[src/rtl/evt_pkg.sv]
package evt_pkg;
  localparam int unsigned REG_AW = 2;

  typedef enum logic [REG_AW-1:0] {
    RA_CFG    = 2'd0,
    RA_CAPS   = 2'd1,
    RA_CMP_LO = 2'd2,
    RA_CMP_HI = 2'd3
  } reg_addr_e;

  localparam int unsigned BIT_LVL   = 1;
  localparam int unsigned BIT_EN    = 2;
  localparam int unsigned BIT_PER   = 3;
  localparam int unsigned BIT_CAPP  = 4;
  localparam int unsigned BIT_CAP64 = 5;
  localparam int unsigned BIT_SETV  = 6;
  localparam int unsigned BIT_M32   = 8;

  typedef struct packed {
    logic m32;
    logic setv;
    logic per;
    logic en;
    logic lvl;
  } chan_cfg_t;
endpackage

[src/rtl/evt_reach.sv]
module evt_reach #(
  parameter int unsigned CNT_W = 64,
  parameter int unsigned HALF_W = 32
) (
  input  logic [CNT_W-1:0] cmp,
  input  logic [CNT_W-1:0] cnt,
  input  logic             m32,
  output logic             reached
);
  logic [CNT_W-1:0] d_full;
  logic             full_hit;

  assign d_full   = cmp - cnt;
  assign full_hit = d_full[CNT_W-1] || (d_full == '0);

  generate
    if (CNT_W > HALF_W) begin : g_dual
      logic [HALF_W-1:0] d_half;
      logic              half_hit;
      assign d_half   = cmp[HALF_W-1:0] - cnt[HALF_W-1:0];
      assign half_hit = d_half[HALF_W-1] || (d_half == '0);
      assign reached  = m32 ? half_hit : full_hit;
    end else begin : g_single
      logic unused_m32;
      assign unused_m32 = m32;
      assign reached    = full_hit;
    end
  endgenerate
endmodule

[src/rtl/evt_wrap_det.sv]
module evt_wrap_det #(
  parameter int unsigned HALF_W = 32
) (
  input  logic              clk,
  input  logic              rst,
  input  logic [HALF_W-1:0] cnt_lo,
  input  logic              watch,
  output logic              wrap
);
  logic [HALF_W-1:0] prev_q;

  always_ff @(posedge clk) begin
    if (rst) prev_q <= '0;
    else     prev_q <= cnt_lo;
  end

  assign wrap = watch && (prev_q == {HALF_W{1'b1}}) && (cnt_lo == '0);

  AST_WRAP_FROM_TOP: assert property (@(posedge clk) disable iff (rst)
    wrap |-> ($past(cnt_lo) == {HALF_W{1'b1}}));
endmodule

[src/rtl/evt_irq_out.sv]
module evt_irq_out (
  input  logic clk,
  input  logic rst,
  input  logic fire,
  input  logic lvl,
  input  logic ack,
  input  logic kill,
  output logic irq,
  output logic sts
);
  logic sts_nx;
  logic irq_nx;

  always_comb begin
    if (kill)      sts_nx = 1'b0;
    else if (fire) sts_nx = lvl;
    else if (ack)  sts_nx = 1'b0;
    else           sts_nx = sts;
    irq_nx = kill ? 1'b0 : (lvl ? sts_nx : fire);
  end

  always_ff @(posedge clk) begin
    if (rst) begin
      sts <= 1'b0;
      irq <= 1'b0;
    end else begin
      sts <= sts_nx;
      irq <= irq_nx;
    end
  end

  AST_LEVEL_HOLDS: assert property (@(posedge clk) disable iff (rst)
    (fire && lvl && !kill) |=> (sts && irq));
  AST_EDGE_NO_STATUS: assert property (@(posedge clk) disable iff (rst)
    (fire && !lvl && !kill && !sts) |=> (irq && !sts));
  AST_KILL_CLEARS: assert property (@(posedge clk) disable iff (rst)
    kill |=> (!irq && !sts));
endmodule

[src/rtl/evt_cmp_chan.sv]
module evt_cmp_chan
  import evt_pkg::*;
#(
  parameter int unsigned CNT_W = 64,
  parameter int unsigned REG_W = 32
) (
  input  logic              clk,
  input  logic              rst,
  input  logic              glb_en,
  input  logic [CNT_W-1:0]  main_cnt,
  input  logic              reg_wr,
  input  logic [REG_AW-1:0] reg_addr,
  input  logic [REG_W-1:0]  reg_wdata,
  output logic [REG_W-1:0]  reg_rdata,
  input  logic              status_ack,
  output logic              irq,
  output logic              irq_status,
  output logic              irq_is_level
);
  localparam int unsigned HI_W = CNT_W - REG_W;

  chan_cfg_t        cfg_q, cfg_nx;
  logic [CNT_W-1:0] cmp_q, cmp_nx;
  logic [CNT_W-1:0] per_q, per_nx;
  logic             armed_q, armed_nx;
  logic             catch_q, catch_nx;
  logic             glb_q;
  logic [REG_W-1:0] rd_mux;

  logic wr_cfg, wr_lo, wr_hi;
  logic en_rise, en_fall, glb_rise, glb_fall;
  logic reached, wrap, fire, kill;
  logic per_zero, periodic_run;
  logic [CNT_W-1:0] cmp_sum, cmp_add;

  assign wr_cfg = reg_wr && (reg_addr == RA_CFG);
  assign wr_lo  = reg_wr && (reg_addr == RA_CMP_LO);
  assign wr_hi  = reg_wr && (reg_addr == RA_CMP_HI);

  assign en_rise  = wr_cfg &&  reg_wdata[BIT_EN] && !cfg_q.en;
  assign en_fall  = wr_cfg && !reg_wdata[BIT_EN] &&  cfg_q.en;
  assign glb_rise =  glb_en && !glb_q;
  assign glb_fall = !glb_en &&  glb_q;

  evt_reach #(.CNT_W(CNT_W), .HALF_W(REG_W)) u_reach (
    .cmp     (cmp_q),
    .cnt     (main_cnt),
    .m32     (cfg_q.m32),
    .reached (reached)
  );

  evt_wrap_det #(.HALF_W(REG_W)) u_wrap (
    .clk    (clk),
    .rst    (rst),
    .cnt_lo (main_cnt[REG_W-1:0]),
    .watch  (armed_q && cfg_q.m32 && !cfg_q.per),
    .wrap   (wrap)
  );

  assign per_zero     = cfg_q.m32 ? (per_q[REG_W-1:0] == '0) : (per_q == '0);
  assign periodic_run = cfg_q.per && !per_zero;
  assign cmp_sum      = cmp_q + per_q;
  assign cmp_add      = cfg_q.m32 ? {{HI_W{1'b0}}, cmp_sum[REG_W-1:0]} : cmp_sum;

  assign fire = armed_q && ((reached && !(periodic_run && catch_q)) || wrap);
  assign kill = en_fall || glb_fall;

  always_comb begin
    cfg_nx   = cfg_q;
    cmp_nx   = cmp_q;
    per_nx   = per_q;
    armed_nx = armed_q;
    catch_nx = 1'b0;

    if (armed_q && reached) begin
      if (periodic_run) begin
        cmp_nx   = cmp_add;
        catch_nx = 1'b1;
      end else begin
        armed_nx = 1'b0;
      end
    end

    if (glb_rise && cfg_q.en) armed_nx = 1'b1;
    if (glb_fall)             armed_nx = 1'b0;

    if (wr_cfg) begin
      cfg_nx.lvl  = reg_wdata[BIT_LVL];
      cfg_nx.en   = reg_wdata[BIT_EN];
      cfg_nx.per  = reg_wdata[BIT_PER];
      cfg_nx.setv = reg_wdata[BIT_SETV];
      cfg_nx.m32  = reg_wdata[BIT_M32];
      if (reg_wdata[BIT_M32]) begin
        cmp_nx[CNT_W-1:REG_W] = '0;
        per_nx[CNT_W-1:REG_W] = '0;
      end
      if (en_rise && glb_en) begin
        armed_nx = 1'b1;
        catch_nx = 1'b0;
      end
      if (en_fall) armed_nx = 1'b0;
    end

    if (wr_lo) begin
      if (!cfg_q.per || cfg_q.setv) cmp_nx[REG_W-1:0] = reg_wdata;
      if (cfg_q.per)
        per_nx[REG_W-1:0] = cfg_q.m32 ? {1'b0, reg_wdata[REG_W-2:0]} : reg_wdata;
    end

    if (wr_hi) begin
      if (!cfg_q.per || cfg_q.setv) cmp_nx[CNT_W-1:REG_W] = reg_wdata[HI_W-1:0];
      else                          per_nx[CNT_W-1:REG_W] = {1'b0, reg_wdata[HI_W-2:0]};
    end

    if (wr_lo || wr_hi) begin
      cfg_nx.setv = 1'b0;
      if (cfg_q.en && glb_en) begin
        armed_nx = 1'b1;
        catch_nx = 1'b0;
      end
    end
  end

  always_comb begin
    rd_mux = '0;
    case (reg_addr_e'(reg_addr))
      RA_CFG: begin
        rd_mux[BIT_LVL]   = cfg_q.lvl;
        rd_mux[BIT_EN]    = cfg_q.en;
        rd_mux[BIT_PER]   = cfg_q.per;
        rd_mux[BIT_CAPP]  = 1'b1;
        rd_mux[BIT_CAP64] = 1'b1;
        rd_mux[BIT_SETV]  = cfg_q.setv;
        rd_mux[BIT_M32]   = cfg_q.m32;
      end
      RA_CAPS:   rd_mux = '0;
      RA_CMP_LO: rd_mux = cmp_q[REG_W-1:0];
      RA_CMP_HI: rd_mux[HI_W-1:0] = cmp_q[CNT_W-1:REG_W];
      default:   rd_mux = '0;
    endcase
  end

  always_ff @(posedge clk) begin
    if (rst) begin
      cfg_q     <= '0;
      cmp_q     <= '1;
      per_q     <= '0;
      armed_q   <= 1'b0;
      catch_q   <= 1'b0;
      glb_q     <= 1'b0;
      reg_rdata <= '0;
    end else begin
      cfg_q     <= cfg_nx;
      cmp_q     <= cmp_nx;
      per_q     <= per_nx;
      armed_q   <= armed_nx;
      catch_q   <= catch_nx;
      glb_q     <= glb_en;
      reg_rdata <= rd_mux;
    end
  end

  evt_irq_out u_irq (
    .clk  (clk),
    .rst  (rst),
    .fire (fire),
    .lvl  (cfg_q.lvl),
    .ack  (status_ack),
    .kill (kill),
    .irq  (irq),
    .sts  (irq_status)
  );

  assign irq_is_level = cfg_q.lvl;

  AST_RESET_VALUES: assert property (@(posedge clk)
    rst |=> ((cmp_q == '1) && (per_q == '0) && !armed_q));
  AST_PERIOD_CAP: assert property (@(posedge clk) disable iff (rst)
    !per_q[CNT_W-1]);
  AST_SETV_SELF_CLEAR: assert property (@(posedge clk) disable iff (rst)
    (reg_wr && reg_addr[1]) |=> !cfg_q.setv);
  AST_M32_TRUNC: assert property (@(posedge clk) disable iff (rst)
    (wr_cfg && reg_wdata[BIT_M32]) |=> ((cmp_q[CNT_W-1:REG_W] == '0) && (per_q[CNT_W-1:REG_W] == '0)));
  AST_ONESHOT_DISARM: assert property (@(posedge clk) disable iff (rst)
    (armed_q && reached && !cfg_q.per && !reg_wr && !glb_rise) |=> !armed_q);
  AST_NO_ARM_GLOBAL_OFF: assert property (@(posedge clk) disable iff (rst)
    (!glb_en && !glb_q && !armed_q) |=> !armed_q);
endmodule

[config.mk]
export PLATFORM = sky130hd
export DESIGN_NAME = evt_cmp_chan
export DESIGN_NICKNAME = d
export VERILOG_FILES = /design/src/rtl/evt_pkg.sv /design/src/rtl/evt_reach.sv /design/src/rtl/evt_wrap_det.sv /design/src/rtl/evt_irq_out.sv /design/src/rtl/evt_cmp_chan.sv
export SDC_FILE = /design/constraint.sdc
export NUM_CORES = 1
export LEC_CHECK = 0
export BUFFER_PORTS_ARGS = -buffer_cell sky130_fd_sc_hd__buf_2
export CORE_MARGIN = 4
export CORE_UTILIZATION = 50
export CTS_CLUSTER_SIZE = 8
export DETAILED_ROUTE_END_ITERATION = 12
export HOLD_SLACK_MARGIN = 0.03
export PLACE_DENSITY_LB_ADDON = 0.3
export SYNTH_ARGS = -nofsm -noshare
export SYNTH_HDL_FRONTEND = slang
export SYNTH_SLANG_ARGS = --single-unit
[constraint.sdc]
create_clock -name clk -period 7.2 [get_ports clk]
set_input_delay 1.44 -clock clk [delete_from_list [all_inputs] [get_ports clk]]
set_output_delay 1.44 -clock clk [all_outputs]
set_load 0.005 [all_outputs]
Yosys cells after proc, flatten, opt, wreduce, memory -nomap -nowiden
Index checks and enable logic that the tools add are counted.
{"block": "totals", "output_inout_bits": 35, "regBits": 202, "elab_cells": 105}
{"block": "op_classes", "n_addsub": 3, "eq_ne": 4, "n_mux": 40, "n_reduce_logical": 43}
{"operator": "$mux 32", "count": 11}
{"operator": "$mux 64", "count": 3}
{"operator": "$logic_not 64->1", "count": 2}
{"operator": "$logic_not 32->1", "count": 3}
{"operator": "$add 64x64->64", "count": 1}
{"operator": "$sub 64x64->64", "count": 1}
{"operator": "$pmux 23 s2", "count": 1}
{"operator": "$eq 32x32->1 const B", "count": 1}
{"operator": "$sub 32x32->32", "count": 1}
{"operator": "$pmux 6 s4", "count": 1}
{"operator": "$logic_and 1x1->1", "count": 21}
{"operator": "$mux 1", "count": 21}
{"operator": "$logic_not 1->1", "count": 7}
{"operator": "$logic_or 1x1->1", "count": 6}
{"operator": "$eq 2x2->1 const B", "count": 2}
{"operator": "$pmux 1 s2", "count": 2}
{"operator": "$pmux 1 s4", "count": 1}
{"operator": "$reduce_or 2->1", "count": 2}
{"operator": "$eq 2x1->1 const B", "count": 1}
{"operator": "$logic_not 2->1", "count": 1}
{"operator": "$reduce_and 2->1", "count": 1}

Logic depth before layout (Yosys ltp)
{"block": "logic_depth", "ltp_word": 13, "mapped_depth": 18, "ltp_nobuf": 16}

Cells and area by module
A second synthesis with hierarchy kept.
{"block": "hier_totals", "hier_cells": 2112, "hier_area_um2": 15854.0}
{"mod": "evt_cmp_chan", "cells_per_inst": 1274, "n_inst": 1, "area_each_um2": 10199.8}
{"mod": "evt_reach", "cells_per_inst": 737, "n_inst": 1, "area_each_um2": 4555.6}
{"mod": "evt_wrap_det", "cells_per_inst": 93, "n_inst": 1, "area_each_um2": 1014.7}
{"mod": "evt_irq_out", "cells_per_inst": 8, "n_inst": 1, "area_each_um2": 83.8}

Worst setup path before layout
No wires, ideal clock.
{"block": "synth_timing", "kind": "input -> register", "start": "input main_cnt[0]", "end": "register cmp_q[55]", "path_slack_ps": 2112, "cell_stages": 16, "setup_time_ps": 122, "arrival_ps": 4966, "path_buffers": 1, "path_cell_list": "ha_1 > fa_1 > and2b_1 > o221a_2 > o211ai_2 > and2_1 > a221o_1 > a2111oi_0 > nand4b_1 > nor3_1 > and4_1 > nand4_2 > a21oi_4 > buf_6 > inv_2 > a311o_1"}
{"block": "synth_between", "elab_chain_len": 10, "word_cells_on_any_way": 13, "cone_classes": "2 x add/sub; 6 x mux; 5 x reduce/logical"}
{"item": "from (decl)", "line": "evt_cmp_chan.sv:10", "source": "input logic [CNT_W-1:0] main_cnt,"}
{"item": "$sub 64x64->64 or $sub 32x32->32 (tied branches)", "line": "evt_reach.sv:13, evt_reach.sv:20"}
{"item": "$logic_not 64->1 or $logic_not 32->1 (tied branches)", "line": "evt_reach.sv:14, evt_reach.sv:21"}
{"item": "$logic_or 1x1->1 (on tied branches)", "line": "evt_reach.sv:14, evt_reach.sv:21"}
{"item": "$mux 1 (*)", "line": "evt_reach.sv:22", "source": "assign reached = m32 ? half_hit : full_hit;"}
{"item": "$logic_and 1x1->1 (*)", "line": "evt_cmp_chan.sv:75", "source": "if (armed_q && reached) begin"}
{"item": "$mux 64 (*)", "line": "evt_cmp_chan.sv:75"}
{"item": "$mux 32", "line": "evt_cmp_chan.sv:93", "source": "if (reg_wdata[BIT_M32]) begin"}
{"item": "$mux 32 (*)", "line": "evt_cmp_chan.sv:87", "source": "if (wr_cfg) begin"}
{"item": "$mux 32", "line": "evt_cmp_chan.sv:111", "source": "if (!cfg_q.per || cfg_q.setv) cmp_nx[CNT_W-1:REG_W] = reg_wdata[HI_W-1:0];"}
{"item": "$mux 32 (*)", "line": "evt_cmp_chan.sv:110", "source": "if (wr_hi) begin"}
{"item": "to (signal assigned)", "line": "evt_cmp_chan.sv:154", "source": "cmp_q <= cmp_nx;"}
{"item": "to (decl)", "line": "evt_cmp_chan.sv:23", "source": "logic [CNT_W-1:0] cmp_q, cmp_nx;"}
Mark *: on every way between the ends. The rest lies on a longest branch, timed or not.
A chain may end at the register's enable or synchronous reset.

Worst setup path after layout
{"block": "layout_timing", "start": "input main_cnt[0]", "end": "register cmp_q[17]"}
{"block": "layout_between", "elab_chain_len": 8, "word_cells_on_any_way": 11, "cone_classes": "2 x add/sub; 4 x mux; 5 x reduce/logical"}
{"item": "$sub 64x64->64 or $sub 32x32->32 (tied branches)", "line": "evt_reach.sv:13, evt_reach.sv:20"}
{"item": "$logic_not 64->1 or $logic_not 32->1 (tied branches)", "line": "evt_reach.sv:14, evt_reach.sv:21"}
{"item": "$logic_or 1x1->1 (on tied branches)", "line": "evt_reach.sv:14, evt_reach.sv:21"}
{"item": "$mux 1 (*)", "line": "evt_reach.sv:22"}
{"item": "$logic_and 1x1->1 (*)", "line": "evt_cmp_chan.sv:75"}
{"item": "$mux 64 (*)", "line": "evt_cmp_chan.sv:75"}
{"item": "$mux 32", "line": "evt_cmp_chan.sv:105", "source": "if (!cfg_q.per || cfg_q.setv) cmp_nx[REG_W-1:0] = reg_wdata;"}
{"item": "$mux 32 (*)", "line": "evt_cmp_chan.sv:104", "source": "if (wr_lo) begin"}
Marks and branches as above.

==> results.md <==
* Finish-stage setup viols at 0
* Syn Nets at about 2400
* Fillers at roughly 3200
* Hold Fails Final Rpt at 0
* Share of cells above drive strength 1 at 0.105
* Post-synth EDFFs at 0
* Die ar. at around 36000 um^2
* Netlist Area Pre-Place at 16400 um^2
* Max Slew Vio Count at 0
* CTS hold repair buffers at 0
* Leakage Power at ~0.008 uW
* CTS tree: yes
* Area grow syn2layout at 10.6%
* Worst Path Max Fanout at 32
* Predominant post-synthesis flop cell: dfxtp_1
* Die X at 189 um
* CP arrival at around 6.5 ns
* Htree depth at 1
* Fmax at between 150 and 200 MHz
* Via/cell ratio at ~6.6
* Crit Path Class: primary input to register
* # Max-Cap Violations at 0
* Starting density of the core at 0.506
* Avg Synthesized Cell Area at approximately 7.4 um^2
* Grt met2 use at 0.560
* RSZ-0062 raised after global routing: false
* Drt pass-1 iters at 5
* Startpoint types: primary input
* Seq cells post-synth at ~200
* Core Area at between 30000 and 40000 um^2
* Grt total ovfl at 0
* CP endpoint kind: register
* Antenna violations before repair at 3
* Worst-skew pair later-pin latency at 0.55 ns
* Outcome: complete, no violations
* Power Density at 190 nW/um^2
* Number of global-route vias before repair at approximately 17000
* Iter 0 DRT Violations at between 2000 and 2500
* Hold Crit Class: register to register
* ANT cells at 0
* Yosys warns at 0
* DR vias at between 15000 and 20000
* Final min period at 6.13 ns
* Largest net degree at the start of global routing at 93
* Nets at approximately 2500
* Die Ht at 189 um
* Met1 usage at 0.499
* Slew margin rel. at 0.163
* Clock sink count at between 200 and 250
* Global placement routability congestion at between 1 and 1.5
* Grt met3 use at 0.0500
* Setup tns final at 0 ns
* Total GRT Usage at 0.352
* Post-layout util at 0.560
* Setup Fix Bufs, Post-CTS at 0
* Period utilisation layout at 0.852
* Clock Skew at between 0.01 and 0.015 ns
* CTS Root Buffer Type: clkbuf_16
* CTS resizes at 0
* Gate Count Post-Synth at roughly 2200
* Final WL at between 60000 and 70000 um
* Busiest grt layer: met2
* Worst Path Required at roughly 7.6 ns
* First-pass GRT wire length at about 100000 um
* Io pins at ~140
* Post-route ant nets at 0
* IR Drop Worst-Case VDD at about 180 uV
* Total CTS buffers at 30
* Row count at 66
* FFs w/ async S/R, synth at 0
* Residual DRC count at 0
* Seq/Total Area, Yosys at 0.246
* CTS Buffer Depth at 3
* Clk slew on worst S/H paths at about 0.050 ns
* Synth cell types at 92
* Port Buf Inserts at ~140
* Worst Tran Pin Value at 1.26 ns
* Routed WL per cell at between 20 and 25 um
* DP HPWL at a little over 50000 um
* R2R setup slack at approximately 1.6 ns
per-stage QoR:
stage	total power, uW	hold slack (ns)	cell area [um^2]	instances	worst slack, ns
finish	3460	0.481	18200	2730	1.07
global route	3590	0.496	18200	2730	1.09
CTS	3430	0.478	18200	2730	1.29
detailed placement	2140	0.473	17300	2693	0.732
global placement	2140	0.464	17300	2693	0.680
floorplan	1830	0.449	16400	2214	2.11
cells by family (layout without fill, tap and decap cells):
kind of cell | after synthesis | in the layout | share of synthesized area
and+or+nand+nor | 799 | 799 | 0.229
AOI/OAI and AO/OA | 696 | 696 | 0.275
buffers and inverters | 224 | 298 | 0.0565
DFF | 202 | 202 | 0.246
adders and majority gates | 128 | 128 | 0.0984
xor gates and xnor gates | 84 | 84 | 0.0448
muxes | 81 | 81 | 0.0497
layout make-up:
class / instances / area [um^2] / area share
clock buffers: 33 / 772 / 0.0425
clock inverters: 4 / 56.3 / 0.00310
inverters: 101 / 379 / 0.0209
multi-input cells: 1788 / 11500 / 0.633
flip-flops and latches: 202 / 4040 / 0.223
well taps: 442 / 553 / 0.0304
repair buffers: 160 / 873 / 0.0481
layer usage:
metal / part of all wire / up-vias
li1: - / 8212
met5: 0.00026 / -
met2: 0.44 / 997
met3: 0.097 / 172
met1: 0.43 / 8623
met4: 0.035 / 2
state kept, by name (all words and copies together) (netlist names):
register       flops
u_irq.irq          1
per_q             64
catch_q            1
cfg_q              4
armed_q            1
reg_rdata         32
u_wrap.prev_q     32
irq_is_level       1
u_irq.sts          1
cmp_q             64
glb_q              1
critical path: stages:
cell and delay, ns:
buf_2 0.13, ha_1 0.22, fa_1 0.39, and2b_1 0.31
o221a_2 0.31, o211ai_2 0.19, and2_1 0.26, a221o_1 0.37
a2111oi_0 0.59, nand4b_1 0.25, nor3_1 0.46, and4_1 0.28
nand4_2 0.21, a21oi_4 0.23, buf_12 0.25, buf_4 0.29
mux2i_1 0.24, a21oi_1 0.08
synthesized netlist by cell type (19+ instances only):
master,n,area (um^2)
a211oi_1,24,180
nand2_1,232,871
mux2i_1,76,761
o21a_1,24,180
nand4_1,52,325
o21ai_0,98,490
nor4_1,33,206
buf_2,34,170
o211ai_1,39,293
ha_1,126,1580
a21o_1,64,480
xnor2_1,46,403
nor3_1,34,170
nand2b_1,24,150
a22oi_1,34,255
dfxtp_1,202,4040
a31oi_1,21,131
nor2_1,249,935
inv_1,100,375
nand3_1,67,335
and3_1,19,119
a21oi_1,249,1250
clkbuf_1,76,285
xor2_1,38,333
placed cells by master, fill, tap and decap left out, types with 19 or more instances in the layout:
master / netlist / final
a211oi_1: 24 / 24
a21o_1: 64 / 64
a21oi_1: 249 / 249
a22oi_1: 34 / 34
a31oi_1: 21 / 20
and3_1: 19 / 19
buf_2: 34 / 136
buf_4: 3 / 23
clkbuf_16: 0 / 30
dfxtp_1: 202 / 202
ha_1: 126 / 126
inv_1: 100 / 100
mux2i_1: 76 / 76
nand2_1: 232 / 232
nand2b_1: 24 / 23
nand3_1: 67 / 67
nand4_1: 52 / 52
nor2_1: 249 / 247
nor3_1: 34 / 34
nor4_1: 33 / 33
o211ai_1: 39 / 39
o21a_1: 24 / 24
o21ai_0: 98 / 98
xnor2_1: 46 / 46
xor2_1: 38 / 38
where the power goes:
part	internal [uW]	total (uW)	switching [uW]
logic	330	929	599
clock network	778	1300	521
registers	1160	1230	64.4
total	2270	3460	1190
worst paths after layout:
kind / startpoint / to / cells after the start
setup / recovery: main_cnt[0] / cmp_q[17]$_SDFF_PP1_ / 18
hold / removal: per_q[30]$_SDFFE_PP0P_ / per_q[30]$_SDFFE_PP0P_ / 2
setup reg to reg: cmp_q[0]$_SDFF_PP1_ / cmp_q[17]$_SDFF_PP1_ / 18
hold reg to reg: per_q[30]$_SDFFE_PP0P_ / per_q[30]$_SDFFE_PP0P_ / 2
(Power assumes the default switching activity.)
